`src/rtl/adc_port_pkg.sv`:
```
package adc_port_pkg;

    typedef enum logic [1:0] {
        PW_NORMAL  = 2'd0,
        PW_PARTIAL = 2'd1,
        PW_FULL    = 2'd2
    } pwr_t;

    typedef enum logic [1:0] {
        FR_IDLE = 2'd0,
        FR_RUN  = 2'd1,
        FR_TAIL = 2'd2
    } frame_t;

endpackage

```
`src/rtl/adc_code_fmt.sv`:
```
module adc_code_fmt #(
    parameter int DATA_W  = 10,
    parameter bit BIPOLAR = 1'b0
) (
    input  logic [DATA_W-1:0] raw_i,
    output logic [DATA_W-1:0] code_o
);

    generate
        if (BIPOLAR) begin : g_twos
            // offset binary to two's complement: flip the sign position
            assign code_o = {~raw_i[DATA_W-1], raw_i[DATA_W-2:0]};
        end else begin : g_straight
            assign code_o = raw_i;
        end
    endgenerate

endmodule

```
`src/rtl/adc_pwr_fsm.sv`:
```
module adc_pwr_fsm
    import adc_port_pkg::*;
#(
    parameter int CW    = 5,
    parameter int PD_LO = 3,
    parameter int PD_HI = 14
) (
    input  logic          clk,
    input  logic          rst_n,
    input  logic          strobe_up_i,
    input  logic [CW-1:0] cnt_i,
    output pwr_t          pwr_o
);

    localparam logic [CW-1:0] C_LO = CW'(PD_LO);
    localparam logic [CW-1:0] C_HI = CW'(PD_HI);

    pwr_t pwr_q, pwr_n;
    logic short_ret, long_ret;

    assign short_ret = strobe_up_i && (cnt_i >= C_LO) && (cnt_i < C_HI);
    assign long_ret  = strobe_up_i && (cnt_i >= C_HI);

    always_ff @(posedge clk or negedge rst_n) begin
        if (!rst_n) pwr_q <= PW_NORMAL;
        else        pwr_q <= pwr_n;
    end

    always_comb begin
        pwr_n = pwr_q;
        unique case (pwr_q)
            PW_NORMAL:  if (short_ret) pwr_n = PW_PARTIAL;
            PW_PARTIAL: begin
                if (short_ret)     pwr_n = PW_FULL;
                else if (long_ret) pwr_n = PW_NORMAL;
            end
            PW_FULL:    if (long_ret) pwr_n = PW_NORMAL;
            default:    pwr_n = PW_NORMAL;
        endcase
    end

    assign pwr_o = pwr_q;

    // full power-down is only reachable through partial
    p_no_skip_r6: assert property (@(posedge clk) disable iff (!rst_n)
        (pwr_q == PW_NORMAL) |=> (pwr_q != PW_FULL));

    // the power state moves only on a strobe return inside a frame
    p_pwr_quiet_r8: assert property (@(posedge clk) disable iff (!rst_n)
        !strobe_up_i |=> $stable(pwr_q));

endmodule

```
`src/rtl/adc_frame_seq.sv`:
```
module adc_frame_seq
    import adc_port_pkg::*;
#(
    parameter int DATA_W = 10,
    parameter int LEAD   = 3,
    parameter int SUBS   = 2,
    parameter int CW     = 5
) (
    input  logic              clk,
    input  logic              rst_n,
    input  logic              sclk_rise_i,
    input  logic              sclk_fall_i,
    input  logic              conv_rise_i,
    input  logic              conv_fall_i,
    input  logic              conv_lvl_i,
    input  logic [DATA_W-1:0] code_i,
    input  pwr_t              pwr_i,
    output logic              in_frame_o,
    output logic [CW-1:0]     cnt_o,
    output logic              sdo_o,
    output logic              sdo_en_o,
    output logic              hold_o,
    output logic              ok_o
);

    localparam int FRAME_LEN = LEAD + DATA_W + SUBS + 1;
    localparam int TRACK_AT  = LEAD + DATA_W + 1;
    localparam logic [CW-1:0] C_LEAD  = CW'(LEAD);
    localparam logic [CW-1:0] C_LAST  = CW'(LEAD + DATA_W);
    localparam logic [CW-1:0] C_TRACK = CW'(TRACK_AT);
    localparam logic [CW-1:0] C_FRAME = CW'(FRAME_LEN);

    frame_t st_q, st_n;
    logic [CW-1:0]     cnt_q, cnt_nx;
    logic [DATA_W-1:0] sr_q;
    logic sdo_q, en_q, hold_q, ok_q, cal_q;
    logic is_data, keep_drive;

    assign cnt_nx     = cnt_q + 1'b1;
    assign is_data    = (cnt_nx > C_LEAD) && (cnt_nx <= C_LAST);
    assign keep_drive = (pwr_i == PW_NORMAL) && (cnt_q >= C_TRACK);

    // state register
    always_ff @(posedge clk or negedge rst_n) begin
        if (!rst_n) st_q <= FR_IDLE;
        else        st_q <= st_n;
    end

    always_comb begin
        st_n = st_q;
        if (conv_fall_i) begin
            st_n = FR_RUN;
        end else begin
            unique case (st_q)
                FR_IDLE: st_n = FR_IDLE;
                FR_RUN: begin
                    if (conv_rise_i)
                        st_n = FR_IDLE;
                    else if (sclk_fall_i && (cnt_q == C_FRAME) && !conv_lvl_i)
                        st_n = FR_TAIL;
                end
                FR_TAIL: if (conv_rise_i || sclk_rise_i) st_n = FR_IDLE;
                default: st_n = FR_IDLE;
            endcase
        end
    end

    // frame outputs and datapath
    always_ff @(posedge clk or negedge rst_n) begin
        if (!rst_n) begin
            cnt_q  <= '0;
            sr_q   <= '0;
            sdo_q  <= 1'b0;
            en_q   <= 1'b0;
            hold_q <= 1'b0;
            ok_q   <= 1'b0;
            cal_q  <= 1'b0;
        end else if (conv_fall_i) begin
            cnt_q  <= '0;
            sr_q   <= code_i;
            sdo_q  <= 1'b0;
            en_q   <= 1'b1;
            hold_q <= 1'b1;
            ok_q   <= cal_q;
        end else if (st_q == FR_RUN && conv_rise_i) begin
            hold_q <= 1'b0;
            if (!keep_drive) en_q <= 1'b0;
        end else if (st_q == FR_RUN && sclk_rise_i && cnt_q < C_FRAME) begin
            cnt_q <= cnt_nx;
            if (is_data) begin
                sdo_q <= sr_q[DATA_W-1];
                sr_q  <= {sr_q[DATA_W-2:0], 1'b0};
            end else begin
                sdo_q <= 1'b0;
            end
            if (cnt_nx == C_TRACK) hold_q <= 1'b0;
            if (cnt_nx == C_FRAME) cal_q  <= 1'b1;
        end else if (st_q == FR_TAIL && (sclk_rise_i || conv_rise_i)) begin
            en_q <= 1'b0;
        end
    end

    assign in_frame_o = (st_q != FR_IDLE);
    assign cnt_o      = cnt_q;
    assign sdo_o      = sdo_q;
    assign sdo_en_o   = en_q;
    assign hold_o     = hold_q;
    assign ok_o       = ok_q;

    // a frame start drives the line low and holds the sample
    p_start_drive_r1: assert property (@(posedge clk) disable iff (!rst_n)
        conv_fall_i |=> (en_q && !sdo_q && hold_q));

    // the data bit moves only on a clock rise or a frame start
    p_sdo_steady_r2: assert property (@(posedge clk) disable iff (!rst_n)
        (!sclk_rise_i && !conv_fall_i) |=> $stable(sdo_q));

    // tracking resumes at the fourteenth rise
    p_track_r3: assert property (@(posedge clk) disable iff (!rst_n)
        (st_q == FR_RUN && sclk_rise_i && !conv_fall_i && !conv_rise_i
         && cnt_q == C_TRACK - 1'b1) |=> !hold_q);

    // a finished frame with the strobe low releases the line
    p_tail_release_r5: assert property (@(posedge clk) disable iff (!rst_n)
        (st_q == FR_TAIL && (sclk_rise_i || conv_rise_i) && !conv_fall_i) |=> !en_q);

    // once calibrated, the flag stays set until reset
    p_cal_sticky_r9: assert property (@(posedge clk) disable iff (!rst_n)
        cal_q |=> cal_q);

endmodule

```
`src/rtl/adc_serial_port.sv`:
```
module adc_serial_port
    import adc_port_pkg::*;
#(
    parameter int DATA_W  = 10,
    parameter int LEAD    = 3,
    parameter int SUBS    = 2,
    parameter bit BIPOLAR = 1'b0
) (
    input  logic              clk,
    input  logic              rst_n,
    input  logic              sclk_i,
    input  logic              conv_i,
    input  logic [DATA_W-1:0] sample_i,
    output logic              sdo_o,
    output logic              sdo_en_o,
    output logic              hold_o,
    output logic [1:0]        pwr_o,
    output logic              sample_ok_o
);

    localparam int FRAME_LEN = LEAD + DATA_W + SUBS + 1;
    localparam int CW        = $clog2(FRAME_LEN + 1);
    localparam int TRACK_AT  = LEAD + DATA_W + 1;

    logic sclk_q, conv_q;
    logic sclk_rise, sclk_fall, conv_rise, conv_fall;
    logic [DATA_W-1:0] code;
    logic in_frame;
    logic [CW-1:0] cnt;
    pwr_t pwr;

    always_ff @(posedge clk or negedge rst_n) begin
        if (!rst_n) begin
            sclk_q <= 1'b0;
            conv_q <= 1'b1;
        end else begin
            sclk_q <= sclk_i;
            conv_q <= conv_i;
        end
    end

    assign sclk_rise = sclk_i && !sclk_q;
    assign sclk_fall = !sclk_i && sclk_q;
    assign conv_rise = conv_i && !conv_q;
    assign conv_fall = !conv_i && conv_q;

    adc_code_fmt #(.DATA_W(DATA_W), .BIPOLAR(BIPOLAR)) u_fmt (
        .raw_i  (sample_i),
        .code_o (code)
    );

    adc_frame_seq #(.DATA_W(DATA_W), .LEAD(LEAD), .SUBS(SUBS), .CW(CW)) u_seq (
        .clk         (clk),
        .rst_n       (rst_n),
        .sclk_rise_i (sclk_rise),
        .sclk_fall_i (sclk_fall),
        .conv_rise_i (conv_rise),
        .conv_fall_i (conv_fall),
        .conv_lvl_i  (conv_i),
        .code_i      (code),
        .pwr_i       (pwr),
        .in_frame_o  (in_frame),
        .cnt_o       (cnt),
        .sdo_o       (sdo_o),
        .sdo_en_o    (sdo_en_o),
        .hold_o      (hold_o),
        .ok_o        (sample_ok_o)
    );

    adc_pwr_fsm #(.CW(CW), .PD_LO(LEAD), .PD_HI(TRACK_AT)) u_pwr (
        .clk         (clk),
        .rst_n       (rst_n),
        .strobe_up_i (conv_rise && in_frame),
        .cnt_i       (cnt),
        .pwr_o       (pwr)
    );

    assign pwr_o = pwr;

    // waking from power-down never leaves the line driven
    p_wake_release_r7: assert property (@(posedge clk) disable iff (!rst_n)
        (pwr != PW_NORMAL && conv_rise && in_frame) |=> !sdo_en_o);

endmodule

```
`config.mk`:
```
export PLATFORM = sky130hd
export DESIGN_NAME = adc_serial_port
export DESIGN_NICKNAME = d
export VERILOG_FILES = /design/src/rtl/adc_port_pkg.sv /design/src/rtl/adc_code_fmt.sv /design/src/rtl/adc_pwr_fsm.sv /design/src/rtl/adc_frame_seq.sv /design/src/rtl/adc_serial_port.sv
export SDC_FILE = /design/constraint.sdc
export NUM_CORES = 1
export LEC_CHECK = 0
export ABC_AREA = 1
export BUFFER_PORTS_ARGS = -buffer_cell sky130_fd_sc_hd__buf_4
export CAP_MARGIN = 20
export CORE_ASPECT_RATIO = 0.5
export CORE_MARGIN = 2
export CORE_UTILIZATION = 43
export CTS_CLUSTER_DIAMETER = 40
export CTS_CLUSTER_SIZE = 30
export DETAILED_ROUTE_END_ITERATION = 12
export PLACE_DENSITY_LB_ADDON = 0.2
export SYNTH_ARGS = -nofsm -noshare
export SYNTH_HDL_FRONTEND = slang
export SYNTH_SLANG_ARGS = --single-unit
```
`constraint.sdc`:
```
create_clock -name clk -period 3.69 [get_ports clk]
set_input_delay 0.5535 -clock clk [delete_from_list [all_inputs] [get_ports clk]]
set_output_delay 0.5535 -clock clk [all_outputs]
set_load 0.005 [all_outputs]
```
==> run metrics <==
Post-Place Worst Slack around 1500 ps; CP Max Fanout 11; Slew @ Worst Pin between 500 and 600 ps; first-pass GRT wire length around 5000 um; FP Rows 15; Slew HR slightly above 60%; status finished, final reports clean; RePlAce Congestion approximately 0.82; reg2reg end u_seq.sr_q[5]; CTS Root Cell clkbuf_8; CTS Hold Buffers Added 0; async set-reset flop share out of synthesis 100%; Die Y ~46 um; syn avg cell area 7.98 um2; minimum clock period just over 2000 ps; drt total wl between 2000 and 3000 um; share of post-route cells with drive strength above 1 ~18%; Die X 87.1 um; top cells by area, synth dfrtp_1 42%, nand2_1 17%, nand3_1 6.1%, ha_1 5.9%, inv_1 4.3%; critical path type flop to flop; Die Area about 4000 um2; leakage 0.891 nW; CTS resizes 0; diodes inserted 0; f_max 488 MHz; initial core utilization about 44%; # Max-Cap Violations 0; Mapped Area between 1000 and 1500 um2; worst r2r path cells 7; H-tree levels 1; post-detail-place hpwl 2080 um; register area share after synthesis a little over two fifths; Worst setup EP type flop; CTS Sinks 26; number of global-route vias before repair approximately 1100; number of synthesis warnings 0; Final period util around 56%; post-synth top area cell dfrtp_1; CP arrival roughly 2300 ps; FF+latch count, synth 26; EDFF count, synth 0; post-DR vias/cell around 5; Via Count between 1000 and 1500; Clock Path Buffers 2; Starting DRT DRC Count 83; Post-CTS Setup Bufs 0; synth cell count leaders 66 x nand2_1, 25 x dfrtp_1, 18 x nand3_1; Crit Reg-Reg Startpoint u_seq.cnt_o[0]; area grow syn2layout 14.3%; top-count cell post-synth nand2_1; Setup Total Neg Slack 0 ps; # fillers 311; DRC Markers 0; # setup viols final 0; ANT nets after route 0; dpl cell area 1630 um2; Post-Syn Instances about 190; largest net degree at the start of global routing 27; peak supply drop approximately 180 uV; worst hold-check path type input pin to asynchronous set/reset pin; Total GRT Usage between 10% and 20%; syn nets slightly above 200; worst clock skew between 7 and 8 ps; CTS tree yes; RSZ-0062 raised after global routing no; Final Cell Area roughly 1700 um2; Ports 20; Critical Path RT just under 4000 ps; top-area cell type share of the netlist area approximately 42%; register-to-register setup slack approximately 1600 ps; clk slew on worst S/H paths ~100 ps; core box area about 3400 um2; Nets 224; Clk Latency, worst-skew pair roughly 280 ps; Final Max Slew Viols 0; TritonCTS Buffers 3; PortBufs 19; gr ovfl total 0; ys flop type dfrtp_1; Synth cell types 31; First-pass DRT Iterations 4; Pwr per Cell Area roughly 460 nW/um2; final worst slack roughly 1600 ps; Avg WL per Cell between 10 and 15 um; initial antenna violation count 0; crit path launch type flop; Final Hold Fails 0
==> worst max-delay path, stage by stage (launching register included) <==
cell	delay [ps]
dfrtp_1	570
ha_1	320
nand3_1	150
xor2_1	230
nand4_2	310
nand2_2	250
nand2_1	80
nand2_1	70
==> how the worst max path moves through the flow <==
stage / start / end / depth (start not counted)
global route: u_seq.cnt_o[0] / u_seq.sr_q[7] / 7
finish: u_seq.cnt_o[0] / u_seq.sr_q[5] / 7
CTS: u_seq.cnt_o[0] / u_seq.sr_q[5] / 7
global placement: conv_i / u_seq.sr_q[8] / 8
floorplan: u_seq.cnt_o[0] / u_seq.sr_q[8] / 10
detailed placement: conv_i / u_seq.sr_q[8] / 8
==> layout make-up <==
type                            count  area [um2]  area share [%]
Clock buffer                        3        41.3            2.43
Clock inverter                      1        30.0            1.77
Inverter                           18        67.6            3.98
Multi-Input combinational cell    135         711            41.9
Sequential cell                    26         652            38.4
Tap cell                           42        52.6            3.10
Timing Repair Buffer               19         143            8.41
==> through the flow <==
| stage | hold slack, ps | cells | util (%) | total power [mW] |
|---|---|---|---|---|
| after CTS | 177 | 244 | 50.5 | 0.794 |
| after floorplan | 258 | 186 | - | 0.487 |
| final | 169 | 244 | 50.5 | 0.788 |
| after global placement | 466 | 240 | 48.4 | 0.550 |
| after detailed placement | 468 | 240 | 48.4 | 0.552 |
| after global routing | 178 | 244 | 50.5 | 0.842 |
==> sequential cells by signal (all words and copies together) (netlist names), 2 cells and up <==
signal       count
u_seq.cnt_o      5
u_seq.st_q       2
u_pwr.pwr_o      2
u_seq.sr_q      10
==> cells by family (layout without fill, tap and decap cells) <==
| family | count (synthesis) | count (layout) | synth area share [%] |
|---|---|---|---|
| compound gates | 19 | 19 | 7.59 |
| xor+xnor | 2 | 2 | 1.69 |
| fa+ha+maj | 7 | 7 | 5.90 |
| buf+inv | 25 | 41 | 8.18 |
| flops | 26 | 26 | 43.9 |
| simple gates | 107 | 107 | 32.7 |
==> power breakdown <==
part,switching [mW],leakage (nW),internal (mW)
combinational,0.0945,0.523,0.0857
clock,0.0962,0.0357,0.145
sequential,0.0353,0.332,0.331
==> per-layer routing <==
layer | wire [um] | GRT usage, %
met5 | 0 | 0
met2 | 1300 | 25.3
met4 | 34 | 4.69
met1 | 1480 | 22.6
met3 | 136 | 4.89
==> cell usage in the layout (no fill, tap or decap) <==
| cell | synthesis | final |
|---|---|---|
| nand3_1 | 18 | 18 |
| xor2_1 | 1 | 1 |
| nand2_1 | 66 | 66 |
| xnor2_2 | 1 | 1 |
| o21a_1 | 1 | 1 |
| or2_1 | 1 | 1 |
| dfstp_2 | 1 | 1 |
| o21ai_1 | 1 | 1 |
| ha_1 | 7 | 7 |
| inv_1 | 17 | 17 |
| a21oi_1 | 3 | 3 |
| o21ai_0 | 7 | 7 |
| nor2_1 | 8 | 8 |
| o22a_1 | 1 | 1 |
| nand2_2 | 3 | 3 |
| nor2_4 | 1 | 1 |
| clkbuf_8 | 0 | 3 |
| or2_2 | 1 | 1 |
| nand3b_1 | 1 | 1 |
| o22ai_1 | 3 | 3 |
| inv_2 | 1 | 1 |
| o21bai_1 | 1 | 1 |
| nor2_2 | 1 | 1 |
| o211ai_1 | 2 | 2 |
| bufinv_16 | 0 | 1 |
| buf_4 | 1 | 19 |
| nand4_2 | 1 | 1 |
| dfrtp_1 | 25 | 25 |
| nand4_1 | 3 | 3 |
| nand3_2 | 3 | 3 |
Power figures use the tool's default switching activity.
